$ cat src/rtl/hsum_pkg.sv
package hsum_pkg;

    localparam int NARROW_W = 16;
    localparam int WIDE_W   = 32;

    typedef enum logic [2:0] {
        OP_ADD16  = 3'b000,
        OP_ADDS16 = 3'b001,
        OP_ADD32  = 3'b010,
        OP_SUB16  = 3'b011,
        OP_SUBS16 = 3'b100,
        OP_SUB32  = 3'b101
    } hsum_op_e;

    typedef struct packed {
        logic legal;
        logic wide;
        logic sub;
        logic sat;
    } hsum_ctrl_t;

    function automatic hsum_ctrl_t hsum_decode(input logic [2:0] code);
        hsum_ctrl_t c;
        c = '0;
        case (code)
            OP_ADD16:  c = '{legal: 1'b1, wide: 1'b0, sub: 1'b0, sat: 1'b0};
            OP_ADDS16: c = '{legal: 1'b1, wide: 1'b0, sub: 1'b0, sat: 1'b1};
            OP_ADD32:  c = '{legal: 1'b1, wide: 1'b1, sub: 1'b0, sat: 1'b0};
            OP_SUB16:  c = '{legal: 1'b1, wide: 1'b0, sub: 1'b1, sat: 1'b0};
            OP_SUBS16: c = '{legal: 1'b1, wide: 1'b0, sub: 1'b1, sat: 1'b1};
            OP_SUB32:  c = '{legal: 1'b1, wide: 1'b1, sub: 1'b1, sat: 1'b0};
            default:   c = '0;
        endcase
        return c;
    endfunction

endpackage

$ cat src/rtl/hsum_pair.sv
module hsum_pair #(
    parameter int EW      = 16,
    parameter bit HAS_SAT = 1'b1
) (
    input  logic [EW-1:0] lo,
    input  logic [EW-1:0] hi,
    input  logic          sub,
    input  logic          sat,
    output logic [EW-1:0] y
);

    localparam logic [EW-1:0] POS_LIM = {1'b0, {(EW-1){1'b1}}};
    localparam logic [EW-1:0] NEG_LIM = {1'b1, {(EW-1){1'b0}}};

    logic [EW:0] ext_lo;
    logic [EW:0] ext_hi;
    logic [EW:0] full;

    assign ext_lo = {lo[EW-1], lo};
    assign ext_hi = {hi[EW-1], hi};
    assign full   = sub ? (ext_lo - ext_hi) : (ext_lo + ext_hi);

    generate
        if (HAS_SAT) begin : g_sat
            logic over_pos;
            logic over_neg;
            assign over_pos = ~full[EW] &  full[EW-1];
            assign over_neg =  full[EW] & ~full[EW-1];
            always_comb begin
                if (sat && over_pos)      y = POS_LIM;
                else if (sat && over_neg) y = NEG_LIM;
                else                      y = full[EW-1:0];
            end
        end else begin : g_wrap
            logic unused_sat;
            assign unused_sat = sat;
            assign y = full[EW-1:0];
        end
    endgenerate

endmodule

$ cat src/rtl/hsum_reduce.sv
module hsum_reduce #(
    parameter int VW      = 128,
    parameter int EW      = 16,
    parameter bit HAS_SAT = 1'b1
) (
    input  logic [VW-1:0]   vec,
    input  logic            sub,
    input  logic            sat,
    output logic [VW/2-1:0] red
);

    localparam int NPAIR = VW / (2 * EW);

    generate
        for (genvar p = 0; p < NPAIR; p++) begin : g_pair
            hsum_pair #(.EW(EW), .HAS_SAT(HAS_SAT)) u_pair (
                .lo  (vec[(2*p)*EW   +: EW]),
                .hi  (vec[(2*p+1)*EW +: EW]),
                .sub (sub),
                .sat (sat),
                .y   (red[p*EW +: EW])
            );
        end
    endgenerate

endmodule

$ cat src/rtl/hsum_unit.sv
module hsum_unit
    import hsum_pkg::*;
#(
    parameter int VEC_W = 128
) (
    input  logic             clk,
    input  logic             rst,
    input  logic             in_valid,
    output logic             in_ready,
    input  logic [2:0]       in_op,
    input  logic [VEC_W-1:0] in_dst,
    input  logic [VEC_W-1:0] in_src,
    input  logic             out_ready,
    output logic             out_valid,
    output logic [VEC_W-1:0] out_result,
    output logic             out_illegal
);

    localparam int HALF_W = VEC_W / 2;
    localparam int NOPER  = 2;

    hsum_ctrl_t       ctrl;
    logic [VEC_W-1:0] opnd    [NOPER];
    logic [HALF_W-1:0] red_n  [NOPER];
    logic [HALF_W-1:0] red_w  [NOPER];
    logic [VEC_W-1:0] pack_n;
    logic [VEC_W-1:0] pack_w;
    logic [VEC_W-1:0] next_res;
    logic             accept;

    assign ctrl    = hsum_decode(in_op);
    assign opnd[0] = in_dst;
    assign opnd[1] = in_src;

    generate
        for (genvar g = 0; g < NOPER; g++) begin : g_opnd
            hsum_reduce #(.VW(VEC_W), .EW(NARROW_W), .HAS_SAT(1'b1)) u_narrow (
                .vec (opnd[g]),
                .sub (ctrl.sub),
                .sat (ctrl.sat),
                .red (red_n[g])
            );
            hsum_reduce #(.VW(VEC_W), .EW(WIDE_W), .HAS_SAT(1'b0)) u_wide (
                .vec (opnd[g]),
                .sub (ctrl.sub),
                .sat (1'b0),
                .red (red_w[g])
            );
        end
    endgenerate

    assign pack_n = {red_n[1], red_n[0]};
    assign pack_w = {red_w[1], red_w[0]};

    always_comb begin
        if (!ctrl.legal)    next_res = '0;
        else if (ctrl.wide) next_res = pack_w;
        else                next_res = pack_n;
    end

    assign in_ready = !out_valid || out_ready;
    assign accept   = in_valid && in_ready;

    always_ff @(posedge clk) begin
        if (rst) begin
            out_valid   <= 1'b0;
            out_result  <= '0;
            out_illegal <= 1'b0;
        end else if (accept) begin
            out_valid   <= 1'b1;
            out_result  <= next_res;
            out_illegal <= !ctrl.legal;
        end else if (out_ready) begin
            out_valid   <= 1'b0;
        end
    end

endmodule

$ cat config.mk
export PLATFORM = sky130hd
export DESIGN_NAME = hsum_unit
export DESIGN_NICKNAME = d
export VERILOG_FILES = /design/src/rtl/hsum_pkg.sv /design/src/rtl/hsum_pair.sv /design/src/rtl/hsum_reduce.sv /design/src/rtl/hsum_unit.sv
export SDC_FILE = /design/constraint.sdc
export NUM_CORES = 1
export LEC_CHECK = 0
export BUFFER_PORTS_ARGS = -buffer_cell sky130_fd_sc_hd__buf_2
export CORE_MARGIN = 3
export CORE_UTILIZATION = 45
export CTS_CLUSTER_SIZE = 8
export DETAILED_ROUTE_END_ITERATION = 12
export PLACE_DENSITY = 0.66
export SLEW_MARGIN = 20
export SYNTH_ARGS = -nofsm -noshare
export SYNTH_HDL_FRONTEND = slang
export SYNTH_SLANG_ARGS = --single-unit
$ cat constraint.sdc
create_clock -name clk -period 9.02 [get_ports clk]
set_clock_uncertainty 0.2 [all_clocks]
set_input_delay 2.706 -clock clk [delete_from_list [all_inputs] [get_ports clk]]
set_output_delay 2.706 -clock clk [all_outputs]
set_load 0.03 [all_outputs]
==> results.py, run 1 <==
metrics = {
    "cts": {
        "cts.sinks": 130,
        "clk_pin_slew_ns": 0.08,
        "htreeDepth": 4,
        "clockRootBuffer": "sky130_fd_sc_hd__clkbuf_16",
        "post_cts_hold_buffer_count": 0,
        "cts_tree": "done",
        "max-clock-path-buffers": 2,
        "worst_skew_pair.late_latency_ns": 0.50,
        "cts_setup_buffers": 0,
        "post_cts.resized_instances": 0,
        "cts-buffers-inserted": 17,
    },
    "worst_setup_path": {
        "worstPathMaxFanout": 24,
        "critical_path.max_stage_delay_ns": 0.59,
        "endpoint_kind": "flip-flop",
        "critical_path_class": "in2reg",
        "path_cells": "buf_2, and3b_2, nor2_4, buf_12, buf_4, mux2i_1, ha_1, a21o_1, a311o_1, a41oi_1, o221ai_1, a31oi_1, xor2_1, nand3_1, a21o_1, a32o_1",
        "startpoint_class_of_the_critical_path": "primary input",
        "critPathMostFrequentCell": "sky130_fd_sc_hd__a21o_1",
        "worst_ep_required_time_ns": 9.21,
        "crit_slowest_cell": "sky130_fd_sc_hd__nand3_1",
        "crit_arrival_ns": 7.74,
    },
    "run": {
        "max_cap_viol_count": 0,
    },
    "timing": {
        "timing_hold_violations_final": 0,
        "post-route-min-period_ns": 7.55,
        "max_slew_margin_pct": 30.7,
        "grt_setup_unrepaired": "false",
        "final.period_utilization_pct": 83.7,
        "worst_hold_slack_ns": 0.251,
        "final.setup.tns_ns": 0,
        "worst_pin_slew_ns": 1.04,
        "setup_violations": 0,
        "fmax_mhz": 132,
        "final-max-slew-violation-count": 0,
    },
    "min_path": {
        "type_of_the_worst_min_delay_path": "reg2reg",
    },
    "pwr": {
        "cellPowerDensity_nw_per_um2": 158,
        "reg_power_share_pct": 17.4,
        "vdd_ir_drop_max_mv": 0.166,
        "share_comb_of_total_power_pct": 63.6,
        "power_switching_mw": 1.96,
        "share_clk_of_total_power_pct": 19.0,
        "switching_share_pct": 48.7,
        "total_power_mw": 4.03,
        "internal-power_mw": 2.06,
        "power.leakage_nw": 11.3,
    },
    "die": {
        "initial_core_util_pct": 46.0,
        "dieHeight_um": 228,
        "core.rowCount": 80,
        "design.core.area_sq_um": 48200,
        "pin_count": 394,
        "die_width_um": 228,
        "design.die.area_sq_um": 52000,
    },
    "synth": {
        "yosys_most_used_dff": "sky130_fd_sc_hd__dfxtp_1",
        "synth.distinct_cells": 91,
        "mappedNetlistNets": 3621,
        "synthCells": 3082,
        "ys_async_sr_fraction_pct": 0,
        "synth_area_sq_um": 22200,
        "synth.ff_latch_count": 130,
        "synth-edff-count": 0,
        "syn_avg_cell_area_sq_um": 7.20,
        "synthesis.yosys.warnings": 0,
        "fraction_of_the_yosys_area_taken_by_sequential_cells_pct": 11.7,
    },
    "cells_and_area": {
        "final_common_cell": "sky130_fd_sc_hd__buf_2",
        "layout_cells_sized_above_1_pct": 14.7,
        "count_of_filler_cells_inserted_in_the_layout": 4906,
        "area.growth.synth_to_final_pct": 15.0,
        "finish.net_count": 3963,
        "layout_common_cells": "393 x sky130_fd_sc_hd__buf_2, 321 x sky130_fd_sc_hd__a21oi_1, 311 x sky130_fd_sc_hd__o21ai_0, 281 x sky130_fd_sc_hd__nand2_1, 264 x sky130_fd_sc_hd__ha_1",
        "final_cell_count_no_fill": 4107,
    },
    "placed_design": {
        "dp_cells": 4061,
        "portBuffers": 393,
        "globalplace.congestion": 1.02,
        "dpl.hpwl_mm": 72.1,
    },
    "detailed_routing": {
        "dr_total_vias": 24946,
        "postRouteWirelength_mm": 88.4,
        "antenna_left": 0,
        "detail_route.first_pass.iterations": 6,
        "drc": 0,
        "drt-initial-drc-count": 2210,
        "wl_per_cell_um": 21.5,
        "via_density_per_instance": 6.07,
    },
    "status": {
        "outcome": "finished clean",
    },
    "global_route": {
        "grt_pass1_vias": 23584,
        "antenna_found_initial": 14,
        "gr-usage-all-layers_pct": 32.6,
        "grt_pass1_wl_mm": 135,
        "globalRoute.totalOverflow": 0,
        "grt_start_max_net_pins": 81,
    },
}
[metrics by stage]
step	utilization [%]	instance area, sq um	setup slack, ns
3_5_place_dp	51.5	24900	1.14
5_1_grt	52.9	25500	1.24
2_1_floorplan	-	22200	1.57
4_1_cts	52.8	25500	1.69
3_3_place_gp	51.5	24900	1.31
6_report	52.9	25500	1.47
[final cells by class]
class                      count  area (sq um)  share of cell area [%]
multi-input combinational   2758         18900                    74.0
sequential                   130          2600                    10.2
timing repair buffer         421          2210                    8.68
tap                          656           821                    3.22
clock buffer                  18           439                    1.72
inverter                      96           360                    1.41
clock inverter                14           166                   0.652
antenna                       14          35.0                   0.137
[per-layer routing]
| layer | up-vias | wire (um) | track usage [%] |
|---|---|---|---|
| li1 | 12030 | - | - |
| met1 | 11707 | 39000 | 43.7 |
| met2 | 1040 | 39200 | 51.3 |
| met3 | 169 | 6980 | 6.18 |
| met4 | 0 | 3300 | 13.7 |
| met5 | - | 0 | 0 |
[final timing paths]
kind	from	endpoint	slack (ns)	cells past startpoint
worst max-delay path	in_op[0]	out_result[35]$_SDFFE_PP0P_	1.47	16
worst max register to register	out_valid$_SDFFE_PP0P_	out_result[84]$_SDFFE_PP0P_	5.58	9
worst min-delay path	out_result[106]$_SDFFE_PP0P_	out_result[106]$_SDFFE_PP0P_	0.25	2
worst min register to register	out_result[106]$_SDFFE_PP0P_	out_result[106]$_SDFFE_PP0P_	0.25	2
[cells in the mapped netlist, types with 6 or more instances]
library cell	count	area (sq um)
sky130_fd_sc_hd__o2111ai_1	7	61.3
sky130_fd_sc_hd__or4_1	21	158
sky130_fd_sc_hd__o21a_1	34	255
sky130_fd_sc_hd__nand4_1	12	75.1
sky130_fd_sc_hd__a21boi_0	10	75.1
sky130_fd_sc_hd__nor3b_1	10	75.1
sky130_fd_sc_hd__xor2_1	194	1700
sky130_fd_sc_hd__nand2b_1	50	313
sky130_fd_sc_hd__a31oi_1	29	181
sky130_fd_sc_hd__nor2b_1	25	156
sky130_fd_sc_hd__mux2i_1	13	130
sky130_fd_sc_hd__xnor2_1	250	2190
sky130_fd_sc_hd__a211oi_1	35	263
sky130_fd_sc_hd__o21bai_1	21	158
sky130_fd_sc_hd__nor4_1	26	163
sky130_fd_sc_hd__and3_1	18	113
sky130_fd_sc_hd__nor3_1	85	425
sky130_fd_sc_hd__o21ai_1	13	65.1
sky130_fd_sc_hd__ha_1	264	3300
sky130_fd_sc_hd__a32o_1	13	130
sky130_fd_sc_hd__o21ai_2	8	70.1
sky130_fd_sc_hd__o31ai_1	55	413
sky130_fd_sc_hd__or2_2	12	75.1
sky130_fd_sc_hd__or3_1	28	175
sky130_fd_sc_hd__o22ai_1	8	50.1
sky130_fd_sc_hd__o211ai_1	17	128
sky130_fd_sc_hd__nand2_1	281	1050
sky130_fd_sc_hd__clkbuf_1	85	319
sky130_fd_sc_hd__nor2_1	260	976
sky130_fd_sc_hd__o31a_1	6	52.6
sky130_fd_sc_hd__o41ai_1	17	149
sky130_fd_sc_hd__a22o_1	23	201
sky130_fd_sc_hd__fa_1	12	240
sky130_fd_sc_hd__inv_1	96	360
sky130_fd_sc_hd__dfxtp_1	130	2600
sky130_fd_sc_hd__buf_2	9	45.0
sky130_fd_sc_hd__nand3_1	54	270
sky130_fd_sc_hd__a311oi_1	10	87.6
sky130_fd_sc_hd__a221o_1	6	60.1
sky130_fd_sc_hd__a211o_1	10	87.6
sky130_fd_sc_hd__a21oi_1	322	1610
sky130_fd_sc_hd__o21ai_0	311	1560
sky130_fd_sc_hd__and2_1	14	87.6
sky130_fd_sc_hd__a21o_1	88	661
[kinds of logic (layout without fill, tap and decap cells)]
logic type	after synthesis	after routing	share of synthesized area, %
xor+xnor	444	444	17.5
compound gates	1102	1102	31.0
buf+inv	194	549	3.45
mux	13	13	0.587
fa+ha+maj	276	276	16.0
simple gates	923	923	19.7
other cells	0	14	0
flops	130	130	11.7
[worst max-delay path, delay by kind of cell]
family,cells,cell delay [ns]
compound gates,7,2.01
fa+ha+maj,1,0.30
mux,1,0.37
xor+xnor,1,0.38
buf+inv,3,0.60
simple gates,3,1.32
[power groups by stage]
stage	Sequential (mW)	Clock (mW)	Combinational, mW
finish	0.702	0.764	2.56
global route	0.710	0.807	2.80
CTS	0.701	0.791	2.52
detailed placement	0.713	0	2.50
global placement	0.711	0	2.48
floorplan	0.851	0	1.66
[sequential cells by signal, indices dropped and copies added (netlist names)]
signal / count
out_result: 128
out_valid: 1
out_illegal: 1
Power figures use the tool's default switching activity.
==> inputs of run 2 (changes only) <==
==> constraint.sdc (replaced) <==
create_clock -name clk -period 7.2 [get_ports clk]
set_clock_uncertainty 0.2 [all_clocks]
set_input_delay 2.16 -clock clk [delete_from_list [all_inputs] [get_ports clk]]
set_output_delay 2.16 -clock clk [all_outputs]
set_load 0.03 [all_outputs]
==> results.py, run 2 (synthesis results as in run 1) <==
metrics = {
    "timing": {
        "fmax_mhz": 150,
        "worst_pin_slew_ns": 1.09,
        "final.period_utilization_pct": 92.5,
        "post-route-min-period_ns": 6.66,
        "grt_setup_unrepaired": "false",
        "setup_violations": 0,
        "timing_hold_violations_final": 0,
        "max_slew_margin_pct": 27.3,
        "final-max-slew-violation-count": 0,
        "final.setup.tns_ns": 0,
    },
    "worst_setup_path": {
        "cell_count_along_the_critical_path": 17,
        "worst_ep_required_time_ns": 7.39,
        "worstPathMaxFanout": 34,
        "crit_slowest_cell": "sky130_fd_sc_hd__nor2_1",
        "critPathMostFrequentCell": "sky130_fd_sc_hd__o21ai_0",
        "crit_arrival_ns": 6.85,
        "path_cells": "buf_2, and3b_2, or2_4, buf_4, nor2_1, xnor2_1, ha_1, o21ai_0, o21ai_0, nand3_1, a21boi_0, o22ai_1, xnor2_1, nand2_1, nor2_1, o21ai_0, a32o_1",
        "startpoint_class_of_the_critical_path": "primary input",
        "critical_path.max_stage_delay_ns": 0.49,
        "reg2regPathDepth": 9,
        "worst-path-buf-inv": 2,
        "endpoint_kind": "flip-flop",
        "path_delay_family": "simple AND/OR/NAND/NOR gates",
        "critical_path_class": "in2reg",
    },
    "pwr": {
        "internal-power_mw": 2.71,
        "vdd_ir_drop_max_mv": 0.188,
        "switching_share_pct": 47.6,
        "reg_power_share_pct": 17.0,
        "share_comb_of_total_power_pct": 62.8,
        "share_clk_of_total_power_pct": 20.2,
        "power_switching_mw": 2.46,
        "cellPowerDensity_nw_per_um2": 201,
        "total_power_mw": 5.17,
        "power.leakage_nw": 11.5,
    },
    "cts": {
        "htreeDepth": 4,
        "clk_pin_slew_ns": 0.07,
        "cts_tree": "done",
        "post_cts_hold_buffer_count": 0,
        "post_cts.resized_instances": 0,
        "clockRootBuffer": "sky130_fd_sc_hd__clkbuf_16",
        "cts-buffers-inserted": 17,
        "cts.sinks": 130,
        "max-clock-path-buffers": 2,
        "worst_skew_pair.late_latency_ns": 0.49,
        "cts_setup_buffers": 0,
    },
    "cells_and_area": {
        "area.growth.synth_to_final_pct": 16.2,
        "top_regs": "out_result (128), out_illegal (1), out_valid (1)",
        "final_common_cell": "sky130_fd_sc_hd__buf_2",
        "largest_register_ffs": 128,
        "finish.instance_area_sq_um": 25800,
        "layout_common_cells": "393 x sky130_fd_sc_hd__buf_2, 321 x sky130_fd_sc_hd__a21oi_1, 311 x sky130_fd_sc_hd__o21ai_0, 281 x sky130_fd_sc_hd__nand2_1, 264 x sky130_fd_sc_hd__ha_1",
        "final_util_pct": 53.4,
        "largest_register": "out_result",
        "layout_cells_sized_above_1_pct": 15.4,
        "finish.net_count": 3990,
    },
    "detailed_routing": {
        "drt-initial-drc-count": 2085,
        "drc": 0,
        "detail_route.first_pass.iterations": 7,
        "dr_wl_met3_mm": 6.47,
        "highest-signal-layer": "met5",
        "dr_total_vias": 25184,
        "wl_per_cell_um": 21.9,
        "postRouteWirelength_mm": 90.6,
        "via_density_per_instance": 6.10,
        "met2RoutedLength_mm": 40.6,
        "antenna_left": 0,
        "detail_route.wirelength.met1_mm": 40.2,
    },
    "die": {
        "pin_count": 394,
        "dieHeight_um": 228,
        "design.core.area_sq_um": 48200,
        "core.rowCount": 80,
        "initial_core_util_pct": 46.0,
        "design.die.area_sq_um": 52000,
        "die_width_um": 228,
    },
    "placed_design": {
        "portBuffers": 393,
        "dpl.hpwl_mm": 74.5,
        "globalplace.congestion": 1.00,
        "area_of_placed_instances_sq_um": 25100,
    },
    "min_path": {
        "type_of_the_worst_min_delay_path": "reg2reg",
        "worst_hold_path.num_cells": 2,
    },
    "global_route": {
        "gr-usage-all-layers_pct": 33.5,
        "grt_start_max_net_pins": 51,
        "grt_pass1_wl_mm": 138,
        "globalRoute.totalOverflow": 0,
        "antenna_found_initial": 9,
        "grt_pass1_vias": 23653,
    },
    "run": {
        "max_cap_viol_count": 0,
    },
    "status": {
        "outcome": "finished clean",
    },
}
==> run 2: cell count changes in the layout (fill, tap and decap cells not counted), sizes merged <==
| cell | previous run | this run |
|---|---|---|
| diode | 14 | 8 |
| clkbuf | 18 | 19 |
| bufinv | 2 | 5 |
| clkinv | 1 | 4 |
| buf | 421 | 448 |
| clkinvlp | 3 | 2 |
| inv | 104 | 97 |
==> run 2: layer usage <==
| layer | vias to the layer above | GRT usage (%) |
|---|---|---|
| li1 | 12070 | - |
| met4 | 2 | 12.9 |
| met1 | 11910 | 44.7 |
| met5 | - | 0 |
| met2 | 1028 | 53.4 |
| met3 | 174 | 6.60 |
==> run 2: stage by stage <==
stage | hold slack (ns) | setup WS (ns) | std cells
floorplan | 0.372 | 0.294 | 3082
global placement | 0.230 | 0.308 | 4087
detailed placement | 0.237 | 0.158 | 4087
CTS | 0.249 | 0.652 | 4118
global route | 0.273 | 0.292 | 4127
finish | 0.247 | 0.540 | 4127
==> run 2: tightest hold or removal path: stages, from the launching register on <==
cell	delay, ns
sky130_fd_sc_hd__dfxtp_1	0.32
sky130_fd_sc_hd__nand2_1	0.04
sky130_fd_sc_hd__o21ai_0	0.05
==> run 2: cell type report <==
cell class                 count  area, sq um
clock inverter                12          205
sequential                   130         2600
clock buffer                  19          453
fill                        4924        22500
inverter                      96          360
timing repair buffer         448         2450
antenna                        8         20.0
tap                          656          821
multi-input combinational   2758        18900
==> run 2: worst paths after layout <==
check	from	to	slack, ns
max	in_op[2]	out_result[93]$_SDFFE_PP0P_	0.54
min	out_result[20]$_SDFFE_PP0P_	out_result[20]$_SDFFE_PP0P_	0.25
max reg2reg	out_valid$_SDFFE_PP0P_	out_result[84]$_SDFFE_PP0P_	4.06
min reg2reg	out_result[20]$_SDFFE_PP0P_	out_result[20]$_SDFFE_PP0P_	0.25
==> run 2: power groups by stage <==
| stage | registers [mW] | logic (mW) | clock network [mW] |
|---|---|---|---|
| final | 0.882 | 3.25 | 1.04 |
| after global routing | 0.891 | 3.55 | 1.09 |
| after CTS | 0.880 | 3.19 | 1.06 |
| after detailed placement | 0.895 | 3.17 | 0 |
| after global placement | 0.894 | 3.14 | 0 |
| after floorplan | 1.07 | 2.08 | 0 |
==> inputs of run 3 (changes only) <==
==> constraint.sdc (replaced) <==
create_clock -name clk -period 7.2 [get_ports clk]
set_clock_uncertainty 0.2 [all_clocks]
set_input_delay 1.8 -clock clk [delete_from_list [all_inputs] [get_ports clk]]
set_output_delay 1.8 -clock clk [all_outputs]
set_load 0.03 [all_outputs]
==> results.py, run 3 (synthesis results as in run 1) <==
metrics = {
    "status": {
        "outcome": "finished clean",
    },
    "die": {
        "dieHeight_um": 228,
        "design.die.area_sq_um": 52000,
        "die_width_um": 228,
        "initial_core_util_pct": 46.0,
        "core.rowCount": 80,
        "pin_count": 394,
        "design.core.area_sq_um": 48200,
    },
    "global_route": {
        "grt_start_max_net_pins": 67,
        "gr-usage-all-layers_pct": 33.7,
        "globalRoute.totalOverflow": 0,
        "grt_pass1_wl_mm": 139,
        "antenna_found_initial": 13,
        "grt_pass1_vias": 23891,
    },
    "cells_and_area": {
        "top_regs": "out_result (128), out_illegal (1), out_valid (1)",
        "largest_register": "out_result",
        "final_common_cell": "sky130_fd_sc_hd__buf_2",
        "layout_cells_sized_above_1_pct": 15.0,
        "area.growth.synth_to_final_pct": 15.8,
        "count_of_filler_cells_inserted_in_the_layout": 4954,
        "layout_common_cells": "393 x sky130_fd_sc_hd__buf_2, 321 x sky130_fd_sc_hd__a21oi_1, 311 x sky130_fd_sc_hd__o21ai_0, 281 x sky130_fd_sc_hd__nand2_1, 264 x sky130_fd_sc_hd__ha_1",
        "finish.net_count": 3973,
        "largest_register_ffs": 128,
    },
    "worst_setup_path": {
        "worst_ep_required_time_ns": 7.39,
        "startpoint_class_of_the_critical_path": "primary input",
        "worst-r2r-setup-slack_ns": 4.27,
        "crit_end": "out_result[75]$_SDFFE_PP0P_",
        "regToRegStartpoint": "out_valid$_SDFFE_PP0P_",
        "endpoint_kind": "flip-flop",
        "critical_path_class": "in2reg",
        "startpoint": "in_op[0]",
        "crit_arrival_ns": 6.50,
        "worstPathMaxFanout": 23,
        "reg2regPathDepth": 8,
        "rr_endpoint": "out_result[21]$_SDFFE_PP0P_",
    },
    "cts": {
        "htreeDepth": 4,
        "cts.sinks": 130,
        "post_cts.resized_instances": 0,
        "cts-buffers-inserted": 17,
        "post_cts_hold_buffer_count": 0,
        "worst_skew_pair.late_latency_ns": 0.50,
        "max-clock-path-buffers": 2,
        "clockRootBuffer": "sky130_fd_sc_hd__clkbuf_16",
        "cts_setup_buffers": 0,
        "clk_pin_slew_ns": 0.06,
        "cts_tree": "done",
    },
    "min_path": {
        "hold_start": "out_result[76]$_SDFFE_PP0P_",
        "type_of_the_worst_min_delay_path": "reg2reg",
    },
    "timing": {
        "timing_hold_violations_final": 0,
        "post-route-min-period_ns": 6.31,
        "final.setup.tns_ns": 0,
        "max_slew_margin_pct": 29.2,
        "final-max-slew-violation-count": 0,
        "worst_pin_slew_ns": 1.06,
        "final.period_utilization_pct": 87.7,
        "setup_violations": 0,
        "fmax_mhz": 158,
        "grt_setup_unrepaired": "false",
    },
    "detailed_routing": {
        "antenna_left": 0,
        "drt-initial-drc-count": 2139,
        "detail_route.first_pass.iterations": 7,
        "wl_per_cell_um": 22.1,
        "drc": 0,
        "dr_total_vias": 25236,
        "postRouteWirelength_mm": 91.1,
        "via_density_per_instance": 6.13,
    },
    "placed_design": {
        "dpl.hpwl_mm": 74.6,
        "globalplace.congestion": 0.990,
        "portBuffers": 393,
    },
    "run": {
        "max_cap_viol_count": 0,
    },
    "pwr": {
        "vdd_ir_drop_max_mv": 0.188,
        "cellPowerDensity_nw_per_um2": 204,
        "total_power_mw": 5.23,
        "power.leakage_nw": 11.4,
    },
}
-- run 3: layer usage --
metal / vias to the layer above / global-route usage [%] / part of all wire, %
met3: 206 / 5.45 / 7.3
met4: 0 / 14.3 / 4.1
met1: 11874 / 45.3 / 44
li1: 12025 / - / -
met5: - / 0 / 0
met2: 1131 / 53.3 / 44
-- run 3: layout make-up --
type	instances	area (sq um)	share of cell area [%]
Antenna cell	13	32.5	0.127
Clock buffer	21	470	1.83
Clock inverter	11	223	0.867
Inverter	96	360	1.40
Multi-Input combinational cell	2758	18900	73.4
Sequential cell	130	2600	10.1
Tap cell	656	821	3.19
Timing Repair Buffer	431	2310	9.01
-- run 3: critical path, cell delays in order --
cell,delay [ns]
sky130_fd_sc_hd__buf_2,0.14
sky130_fd_sc_hd__and3b_2,0.29
sky130_fd_sc_hd__nor2_4,0.38
sky130_fd_sc_hd__buf_12,0.24
sky130_fd_sc_hd__mux2i_1,0.13
sky130_fd_sc_hd__fa_1,0.44
sky130_fd_sc_hd__a21o_1,0.20
sky130_fd_sc_hd__a41oi_1,0.31
sky130_fd_sc_hd__nand3_1,0.18
sky130_fd_sc_hd__a311oi_1,0.48
sky130_fd_sc_hd__o21ai_0,0.28
sky130_fd_sc_hd__and4_4,0.26
sky130_fd_sc_hd__a2111oi_2,0.45
sky130_fd_sc_hd__o31a_2,0.48
sky130_fd_sc_hd__o21ai_0,0.19
sky130_fd_sc_hd__a22o_1,0.22
-- run 3: power breakdown --
part	internal (mW)	leakage [nW]	switching (mW)
logic	1.25	10.0	1.99
clock network	0.679	0.334	0.431
registers	0.816	1.07	0.0639
-- run 3: how the worst min path moves through the flow --
stage / slack (ns) / to / depth (start not counted)
2_1_floorplan: 0.37 / out_result[78]$_SDFFE_PP0P_ / 2
3_3_place_gp: 0.23 / out_result[36]$_SDFFE_PP0P_ / 2
3_5_place_dp: 0.24 / out_result[37]$_SDFFE_PP0P_ / 2
4_1_cts: 0.25 / out_result[37]$_SDFFE_PP0P_ / 2
5_1_grt: 0.28 / out_result[4]$_SDFFE_PP0P_ / 2
6_report: 0.25 / out_result[76]$_SDFFE_PP0P_ / 2
-- run 3: stage by stage --
step	setup slack, ns	area, sq um	util [%]	hold WS (ns)	instances
after floorplan	0.654	22200	-	0.372	3082
after global placement	0.544	25000	51.7	0.231	4071
after detailed placement	0.457	25000	51.7	0.238	4071
after CTS	0.981	25600	53.2	0.252	4103
after global routing	0.489	25700	53.3	0.277	4116
final	0.886	25700	53.3	0.246	4116
